`config.mk`:
```
export PLATFORM = sky130hd
export DESIGN_NAME = keywd_top
export DESIGN_NICKNAME = d
export VERILOG_FILES = /design/src/rtl/keywd_pkg.sv /design/src/rtl/keywd_keychk.sv /design/src/rtl/keywd_cfg.sv /design/src/rtl/keywd_core.sv /design/src/rtl/keywd_top.sv
export SDC_FILE = /design/constraint.sdc
export NUM_CORES = 1
export LEC_CHECK = 0
export ABC_AREA = 1
export BUFFER_PORTS_ARGS = -buffer_cell sky130_fd_sc_hd__buf_2
export CAP_MARGIN = 20
export CORE_MARGIN = 2
export CORE_UTILIZATION = 28
export DETAILED_ROUTE_END_ITERATION = 16
export MAX_ROUTING_LAYER = met4
export PLACE_DENSITY = 0.53
export SETUP_SLACK_MARGIN = 0.05
export SLEW_MARGIN = 20
export SYNTH_ARGS = -nofsm -noshare
export SYNTH_HDL_FRONTEND = slang
export SYNTH_HIERARCHICAL = 1
export SYNTH_SLANG_ARGS = --single-unit
```
`constraint.sdc`:
```
create_clock -name clk -period 2.1 [get_ports clk]
set_clock_uncertainty 0.05 [all_clocks]
set_input_delay 0.21 -clock clk [delete_from_list [all_inputs] [get_ports clk]]
set_output_delay 0.21 -clock clk [all_outputs]
set_load 0.01 [all_outputs]
```
`src/rtl/keywd_pkg.sv`:
```
package keywd_pkg;

  localparam logic [31:0] KEY_OPEN = 32'hD928C520;
  localparam logic [31:0] KEY_FEED = 32'hB480A602;

  typedef enum logic [1:0] {
    IDX_CTRL = 2'd0,
    IDX_CNT  = 2'd1,
    IDX_TOUT = 2'd2,
    IDX_WIN  = 2'd3
  } reg_idx_e;

  localparam int B_UNLK = 5;
  localparam int B_DONE = 6;
  localparam int B_IRQF = 7;

  // packed so that en lands on bit 0 and upd on bit 4
  typedef struct packed {
    logic upd;
    logic win_en;
    logic irq_en;
    logic clk_sel;
    logic en;
  } cfg_t;

  localparam cfg_t CFG_RESET = '{upd: 1'b1, win_en: 1'b0, irq_en: 1'b0,
                                 clk_sel: 1'b1, en: 1'b1};

endpackage

```
`src/rtl/keywd_keychk.sv`:
```
module keywd_keychk
  import keywd_pkg::*;
(
  input  logic        wr,
  input  logic [1:0]  addr,
  input  logic [3:0]  be,
  input  logic [31:0] wdata,
  output logic        hit_open,
  output logic        hit_feed,
  output logic        hit_bad
);

  localparam int NKEYS = 2;
  localparam logic [31:0] KEYS [NKEYS] = '{KEY_OPEN, KEY_FEED};

  logic [NKEYS-1:0] match;
  logic             key_slot;
  logic             full;

  for (genvar k = 0; k < NKEYS; k++) begin : g_key
    assign match[k] = (wdata == KEYS[k]);
  end

  assign key_slot = wr && (addr == IDX_CNT);
  assign full     = &be;
  assign hit_open = key_slot && full && match[0];
  assign hit_feed = key_slot && full && match[1];
  assign hit_bad  = key_slot && !(full && (|match));

endmodule

```
`src/rtl/keywd_cfg.sv`:
```
module keywd_cfg
  import keywd_pkg::*;
#(
  parameter int CNT_W         = 16,
  parameter int DEF_TIMEOUT   = 1024,
  parameter int UNLOCK_CYCLES = 128
) (
  input  logic             clk,
  input  logic             rst_n,
  input  logic             wr,
  input  logic [1:0]       addr,
  input  logic             full_be,
  input  logic [CNT_W-1:0] wdata,
  input  logic             hit_open,
  output cfg_t             cfg_q,
  output logic [CNT_W-1:0] tout_q,
  output logic [CNT_W-1:0] win_q,
  output logic             unlocked,
  output logic             cfg_done,
  output logic             cfg_apply,
  output logic             irq_clr
);

  localparam int WIN_W = (UNLOCK_CYCLES > 1) ? $clog2(UNLOCK_CYCLES) : 1;
  localparam logic [WIN_W-1:0] WIN_LAST = WIN_W'(UNLOCK_CYCLES - 1);

  logic             wr_ok;
  logic             open_ok;
  logic [WIN_W-1:0] wcnt_q;

  assign wr_ok     = wr && full_be;
  assign cfg_apply = wr_ok && unlocked && (addr == IDX_CTRL);
  assign irq_clr   = wr_ok && (addr == IDX_CTRL) && wdata[B_IRQF];
  // once a control write cleared upd, no unlock is honoured again
  assign open_ok   = hit_open && cfg_q.upd;

  always_ff @(posedge clk or negedge rst_n) begin
    if (!rst_n) begin
      unlocked <= 1'b0;
      wcnt_q   <= '0;
    end else if (open_ok) begin
      unlocked <= 1'b1;
      wcnt_q   <= '0;
    end else if (cfg_apply) begin
      unlocked <= 1'b0;
      wcnt_q   <= '0;
    end else if (unlocked) begin
      if (wcnt_q == WIN_LAST) begin
        unlocked <= 1'b0;
        wcnt_q   <= '0;
      end else begin
        wcnt_q <= wcnt_q + 1'b1;
      end
    end
  end

  always_ff @(posedge clk or negedge rst_n) begin
    if (!rst_n)         cfg_done <= 1'b0;
    else if (open_ok)   cfg_done <= 1'b0;
    else if (cfg_apply) cfg_done <= 1'b1;
  end

  always_ff @(posedge clk or negedge rst_n) begin
    if (!rst_n)         cfg_q <= CFG_RESET;
    else if (cfg_apply) cfg_q <= cfg_t'(wdata[4:0]);
  end

  always_ff @(posedge clk or negedge rst_n) begin
    if (!rst_n) begin
      tout_q <= CNT_W'(DEF_TIMEOUT);
      win_q  <= '0;
    end else if (wr_ok && unlocked) begin
      if (addr == IDX_TOUT) tout_q <= wdata;
      if (addr == IDX_WIN)  win_q  <= wdata;
    end
  end

endmodule

```
`src/rtl/keywd_core.sv`:
```
module keywd_core #(
  parameter int CNT_W       = 16,
  parameter int GRACE_TICKS = 8
) (
  input  logic             clk,
  input  logic             rst_n,
  input  logic             en,
  input  logic             clk_sel,
  input  logic             irq_en,
  input  logic             win_en,
  input  logic [CNT_W-1:0] tout,
  input  logic [CNT_W-1:0] win_floor,
  input  logic             tick_en,
  input  logic             hit_feed,
  input  logic             hit_bad,
  input  logic             cfg_apply,
  input  logic             irq_clr,
  output logic [CNT_W-1:0] cnt_q,
  output logic             irq_flag,
  output logic             rst_req
);

  localparam int GW = $clog2(GRACE_TICKS + 1);
  localparam logic [GW-1:0] G_LAST = GW'(GRACE_TICKS - 1);

  logic          tick;
  logic          feed_early;
  logic          feed_ok;
  logic          expired;
  logic          irq_set;
  logic          armed_q;
  logic [GW-1:0] gcnt_q;

  assign tick       = clk_sel ? tick_en : 1'b1;
  assign feed_early = hit_feed && win_en && (cnt_q < win_floor);
  assign feed_ok    = hit_feed && !feed_early;
  assign expired    = en && (cnt_q >= tout);
  assign irq_set    = expired && irq_en && !armed_q && !feed_ok && !cfg_apply;

  always_ff @(posedge clk or negedge rst_n) begin
    if (!rst_n)                                cnt_q <= '0;
    else if (!en || feed_ok || cfg_apply)      cnt_q <= '0;
    else if (tick && (cnt_q < tout))           cnt_q <= cnt_q + 1'b1;
  end

  always_ff @(posedge clk or negedge rst_n) begin
    if (!rst_n) begin
      armed_q <= 1'b0;
      gcnt_q  <= '0;
    end else if (feed_ok || cfg_apply) begin
      armed_q <= 1'b0;
      gcnt_q  <= '0;
    end else if (irq_set) begin
      armed_q <= 1'b1;
      gcnt_q  <= '0;
    end else if (armed_q && tick && (gcnt_q != G_LAST)) begin
      gcnt_q <= gcnt_q + 1'b1;
    end
  end

  always_ff @(posedge clk or negedge rst_n) begin
    if (!rst_n)       irq_flag <= 1'b0;
    else if (irq_set) irq_flag <= 1'b1;
    else if (irq_clr) irq_flag <= 1'b0;
  end

  always_ff @(posedge clk or negedge rst_n) begin
    if (!rst_n)                                   rst_req <= 1'b0;
    else if (hit_bad || feed_early)               rst_req <= 1'b1;
    else if (expired && !irq_en)                  rst_req <= 1'b1;
    else if (armed_q && tick && gcnt_q == G_LAST) rst_req <= 1'b1;
  end

endmodule

```
`src/rtl/keywd_top.sv`:
```
module keywd_top
  import keywd_pkg::*;
#(
  parameter int CNT_W         = 16,
  parameter int DEF_TIMEOUT   = 1024,
  parameter int UNLOCK_CYCLES = 128,
  parameter int GRACE_TICKS   = 8
) (
  input  logic        clk,
  input  logic        rst_n,
  input  logic        bus_wr,
  input  logic [1:0]  bus_addr,
  input  logic [3:0]  bus_be,
  input  logic [31:0] bus_wdata,
  output logic [31:0] bus_rdata,
  input  logic        tick_en,
  output logic        irq_o,
  output logic        wdog_rst_o
);

  localparam int PAD_W = 32 - CNT_W;

  logic             hit_open;
  logic             hit_feed;
  logic             hit_bad;
  cfg_t             cfg_q;
  logic [CNT_W-1:0] tout_q;
  logic [CNT_W-1:0] win_q;
  logic [CNT_W-1:0] cnt_q;
  logic             unlocked;
  logic             cfg_done;
  logic             cfg_apply;
  logic             irq_clr;
  logic             irq_flag;

  keywd_keychk u_keys (
    .wr       (bus_wr),
    .addr     (bus_addr),
    .be       (bus_be),
    .wdata    (bus_wdata),
    .hit_open (hit_open),
    .hit_feed (hit_feed),
    .hit_bad  (hit_bad)
  );

  keywd_cfg #(
    .CNT_W         (CNT_W),
    .DEF_TIMEOUT   (DEF_TIMEOUT),
    .UNLOCK_CYCLES (UNLOCK_CYCLES)
  ) u_cfg (
    .clk       (clk),
    .rst_n     (rst_n),
    .wr        (bus_wr),
    .addr      (bus_addr),
    .full_be   (&bus_be),
    .wdata     (bus_wdata[CNT_W-1:0]),
    .hit_open  (hit_open),
    .cfg_q     (cfg_q),
    .tout_q    (tout_q),
    .win_q     (win_q),
    .unlocked  (unlocked),
    .cfg_done  (cfg_done),
    .cfg_apply (cfg_apply),
    .irq_clr   (irq_clr)
  );

  keywd_core #(
    .CNT_W       (CNT_W),
    .GRACE_TICKS (GRACE_TICKS)
  ) u_core (
    .clk       (clk),
    .rst_n     (rst_n),
    .en        (cfg_q.en),
    .clk_sel   (cfg_q.clk_sel),
    .irq_en    (cfg_q.irq_en),
    .win_en    (cfg_q.win_en),
    .tout      (tout_q),
    .win_floor (win_q),
    .tick_en   (tick_en),
    .hit_feed  (hit_feed),
    .hit_bad   (hit_bad),
    .cfg_apply (cfg_apply),
    .irq_clr   (irq_clr),
    .cnt_q     (cnt_q),
    .irq_flag  (irq_flag),
    .rst_req   (wdog_rst_o)
  );

  assign irq_o = irq_flag;

  always_comb begin
    unique case (bus_addr)
      IDX_CTRL: bus_rdata = {24'd0, irq_flag, cfg_done, unlocked, cfg_q};
      IDX_CNT:  bus_rdata = {{PAD_W{1'b0}}, cnt_q};
      IDX_TOUT: bus_rdata = {{PAD_W{1'b0}}, tout_q};
      default:  bus_rdata = {{PAD_W{1'b0}}, win_q};
    endcase
  end

endmodule

```
==> impl_summary.md <==
Logic synthesis
Ranked by total cell area, the synthesized netlist is headed by dfrtp_1 32%, nand2_1 14%, ha_1 8.3%, inv_1 8.3%, o21ai_2 6.3%. After technology mapping, the gate count stands at 699. The number of warnings issued by yosys is 6. The average instance in the mapped netlist occupies 7.30 um^2. The number of distinct standard cells referenced by the synthesized netlist is 38. The biggest area contributor in the post-synthesis netlist is dfrtp_1. In this run the cell area of the synthesized design comes to 0.00511 mm^2. The portion of the post-synthesis area used by sequential elements is 0.339. The portion of synthesized cell area occupied by the leading cell type is 0.319. The number of synthesized register bits is 69.

STA
The pin slew with the least headroom to its limit is 0.592 ns. The worst setup margin is approximately 0.0043 ns. The count of endpoints failing hold in the final timing report was 0. Across all hold checks on the routed design, the worst slack comes to 0.119 ns. The share of the cycle needed by the critical path after routing is 0.998.

The final-report max-slew violation count is 0. The total setup violations reported at the end of the flow is 0. The final critical path time including I/O delays and setup is 2.10 ns. Setup repair after global routing could not meet its margin everywhere. The highest attainable clock frequency is 477 MHz. Headroom to the max-slew limit came out at 0.605.

Layout
In the layout the commonest cells are 191 x nand2_1, 113 x inv_1, 64 x dfrtp_1. In the final layout, the share of cells above drive strength 1 is 0.293. The footprint of the flip-flops and latches is between 0.0015 and 0.002 mm^2.

The antenna diode count is 0. The area added between synthesis and finish is 26.8%. The most common library cell in the layout ignoring fill and taps is nand2_1. Summing all multi-input logic gate instances after layout gives 0.00288 mm^2. The net count of the finished layout is 887. The filler cell count is 1,930.

Worst setup path
The critical path in this run is classified as flop to flop. In this design, the largest share of critical-path delay is due to simple AND/OR/NAND/NOR gates. The slack of the worst reg-to-reg path is 0.004 ns. The critical path data required time is 2.26 ns. Along the worst path, the maximum fanout reaches 5. The reg-to-reg endpoint is u_core/irq_flag. On the critical path, the stage with the largest delay is an instance of dfrtp_1. The total buffers and inverters traversed by the critical path is 3. The worst setup path is launched from a flop. Traced cell by cell, the critical path runs through ha_1, nand2_1, nor4_1, buf_4, nand2_1, nand2_2, buf_4, buf_4, nand2_1, nand2_2, o22ai_1. The largest single stage delay on the critical path is 0.46 ns. The startpoint identified for the worst register-to-register timing path is u_core/cnt_q[14]. The worst register-to-register path has a depth of 11. The nature of the critical path endpoint is a flop. The arrival time of the worst setup path is ~2.3 ns.

Min path
Along the worst hold path, the cell count comes to 3. The source of the worst hold timing path is bus_wdata[12]. The worst-case hold path end point is u_cfg/win_q[12]. The type of the worst min-delay path is input port to flop.

Pwr
The completed layout was analyzed and its total power is 3.61 mW. The total power per unit cell area is 558 mW/mm^2. The worst-case IR drop observed on VDD is 0.000379 V.

In this run the static leakage power is 3.23 nW.

Global routing
Entering global routing, the biggest net connects 36 pins. Across every metal layer, demand over resource in global routing totals 0.142. The number of global-route vias before repair is roughly 4,200. The number of antenna violations at the first check in global routing was 0. Summed over all layers, the global routing overflow is 0. The first global-routing pass estimated 21.2 mm of wire.

Placement
Prior to clock tree synthesis, the placed netlist has a worst setup slack of -0.000906 ns. The final weighted congestion of routability-driven global placement is roughly 0.81. The half-perimeter wire length of the detailed placement result is between 10 and 15 mm. The quantity of I/O buffers inserted on ports is 59.

Die
The die is 139 um tall. For this configuration, the core starts out at a cell density of 0.285. For this design the top-level I/O count stands at 76. The area enclosed by the die boundary is 0.0193 mm^2. Row generation in the floorplan step produced slightly below 50 rows.

The die extent in x is 139 um. The area of the placeable core is 0.0179 mm^2.

Routing
Across all layers, the routed design uses 4,557 vias. The number of remaining DRC errors is 0. The via-per-instance ratio is approximately 4.4.

The routed wire length is 13.3 mm. For this block, the initial DRC count from the detailed router was 303. For this run, the detailed router's first-pass iteration total came to 4. After detailed routing, the average wire length per cell comes to 12.7 um.

The number of nets with antenna violations after detailed routing is 0.

Clock network
The cell at the root of the clock tree is clkbuf_16. The deepest level of the CTS H-tree is 3. The clock net in this run drives a total of approximately 70 sinks. Clock-pin slew was measured on the worst setup and hold paths at 0.06 ns. The clock tree from TritonCTS is yes. The number of buffers created by CTS is 9. The insertion delay to the later sink of the worst-skew pair is roughly 0.34 ns. The number of buffers on the longest clock path is 2.

Run status
The run finished with clean final reports.

Job
The tool flagged a number of max-cap violations equal to 0.
-- cells by family (layout without fill, tap and decap cells) --
logic type                 Yosys count  after routing  share of synthesized area
buffers and inverters              151            252                      0.141
adders and majority gates           34             34                     0.0833
other                                1             16                   0.000734
DFF                                 69             69                      0.339
AOI/OAI and AO/OA                   72             72                      0.104
xor gates and xnor gates             7              7                     0.0120
and+or+nand+nor                    365            366                      0.320
-- sequential cells by signal, indices dropped and copies added (netlist names) --
| register | cells |
|---|---|
| u_cfg/cfg_done | 1 |
| u_cfg/cfg_q | 5 |
| u_cfg/tout_q | 16 |
| u_cfg/unlocked | 1 |
| u_cfg/wcnt_q | 7 |
| u_cfg/win_q | 16 |
| u_core/armed_q | 1 |
| u_core/cnt_q | 16 |
| u_core/gcnt_q | 4 |
| u_core/irq_flag | 1 |
| u_core/rst_req | 1 |
-- worst min-delay path, delay by kind of cell --
kind | cells | cell delay [ns]
AO/OA/AOI/OAI | 1 | 0.12
buffers and inverters | 2 | 0.15
-- cell usage after synthesis --
library cell and instances:
nand4_1 17, a21oi_4 1, o21bai_1 1, nand3_2 2
ha_1 34, nor2_8 1, nand3_4 1, o21a_1 1
o22ai_1 1, inv_1 113, o21ai_1 1, xor2_1 6
nand2_2 12, nand3_1 54, buf_6 12, a21o_1 1
nand2_1 195, nor4_1 2, nor3_2 2, buf_4 17
o2111ai_1 1, inv_2 8, nor2_4 1, nor2_2 6
a21oi_1 17, buf_2 1, o21ai_0 10, nor4_2 1
dfrtp_1 65, o21ai_2 37, a2111o_1 1, xnor2_1 1
dfstp_2 4, nand3b_4 1, nand2_4 1, nor2_1 63
nor3_1 6, conb_1 1
-- per-stage QoR --
stage	TNS, ns	instances	area (um^2)	util
finish	0	1045	6470	0.362
global route	-1.03	1045	6470	0.362
CTS	0	1038	6230	0.348
detailed placement	-0.000906	1021	5860	0.327
global placement	0	1021	5860	0.327
floorplan	0	714	5160	-
-- routing by layer --
metal,up-vias,routed length [um],track usage
li1,2403,-,-
met1,2062,6600,0.186
met2,74,6130,0.219
met3,18,317,0.0249
met4,0,218,0.0548
met5,-,0,-
-- report_power, final --
group / internal (mW) / leakage, nW / switching (mW) / total, mW
sequential: 1.38 / 0.919 / 0.0418 / 1.42
clock: 1.23 / 0.172 / 0.596 / 1.82
combinational: 0.144 / 2.14 / 0.227 / 0.371
-- timing repair --
| item | in CTS | in global routing |
|---|---|---|
| pin swaps | 1 | 25 |
| buffers inserted | 0 | 6 |
| gates resized for setup | 1 | 44 |
| setup endpoints to repair | 4 | 22 |
| cloned | 0 | 1 |
| hold endpoints to repair | 21 | 0 |
| hold buffers | 1 | 0 |
-- how the worst max path moves through the flow --
stage,end,depth (start not counted),slack [ns],startpoint
after floorplan,u_core/cnt_q[10],16,0.23,bus_wdata[4]
after global placement,u_core/gcnt_q[1],9,0.006,u_core/cnt_q[11]
after detailed placement,u_core/gcnt_q[1],16,-0.0009,bus_wdata[4]
after CTS,u_core/cnt_q[13],11,0.03,u_core/cnt_q[11]
after global routing,u_core/cnt_q[14],12,-0.08,u_core/cnt_q[9]
final,u_core/irq_flag,11,0.004,u_core/cnt_q[14]
-- cell type report --
class,count,share of cell area
Multi-Input combinational cell,495,0.446
Inverter,121,0.0706
Tap cell,229,0.0443
Sequential cell,69,0.268
Clock inverter,5,0.0164
Timing Repair Buffer,115,0.116
Clock buffer,11,0.0390
No activity file was read; power rests on OpenSTA's default activity.
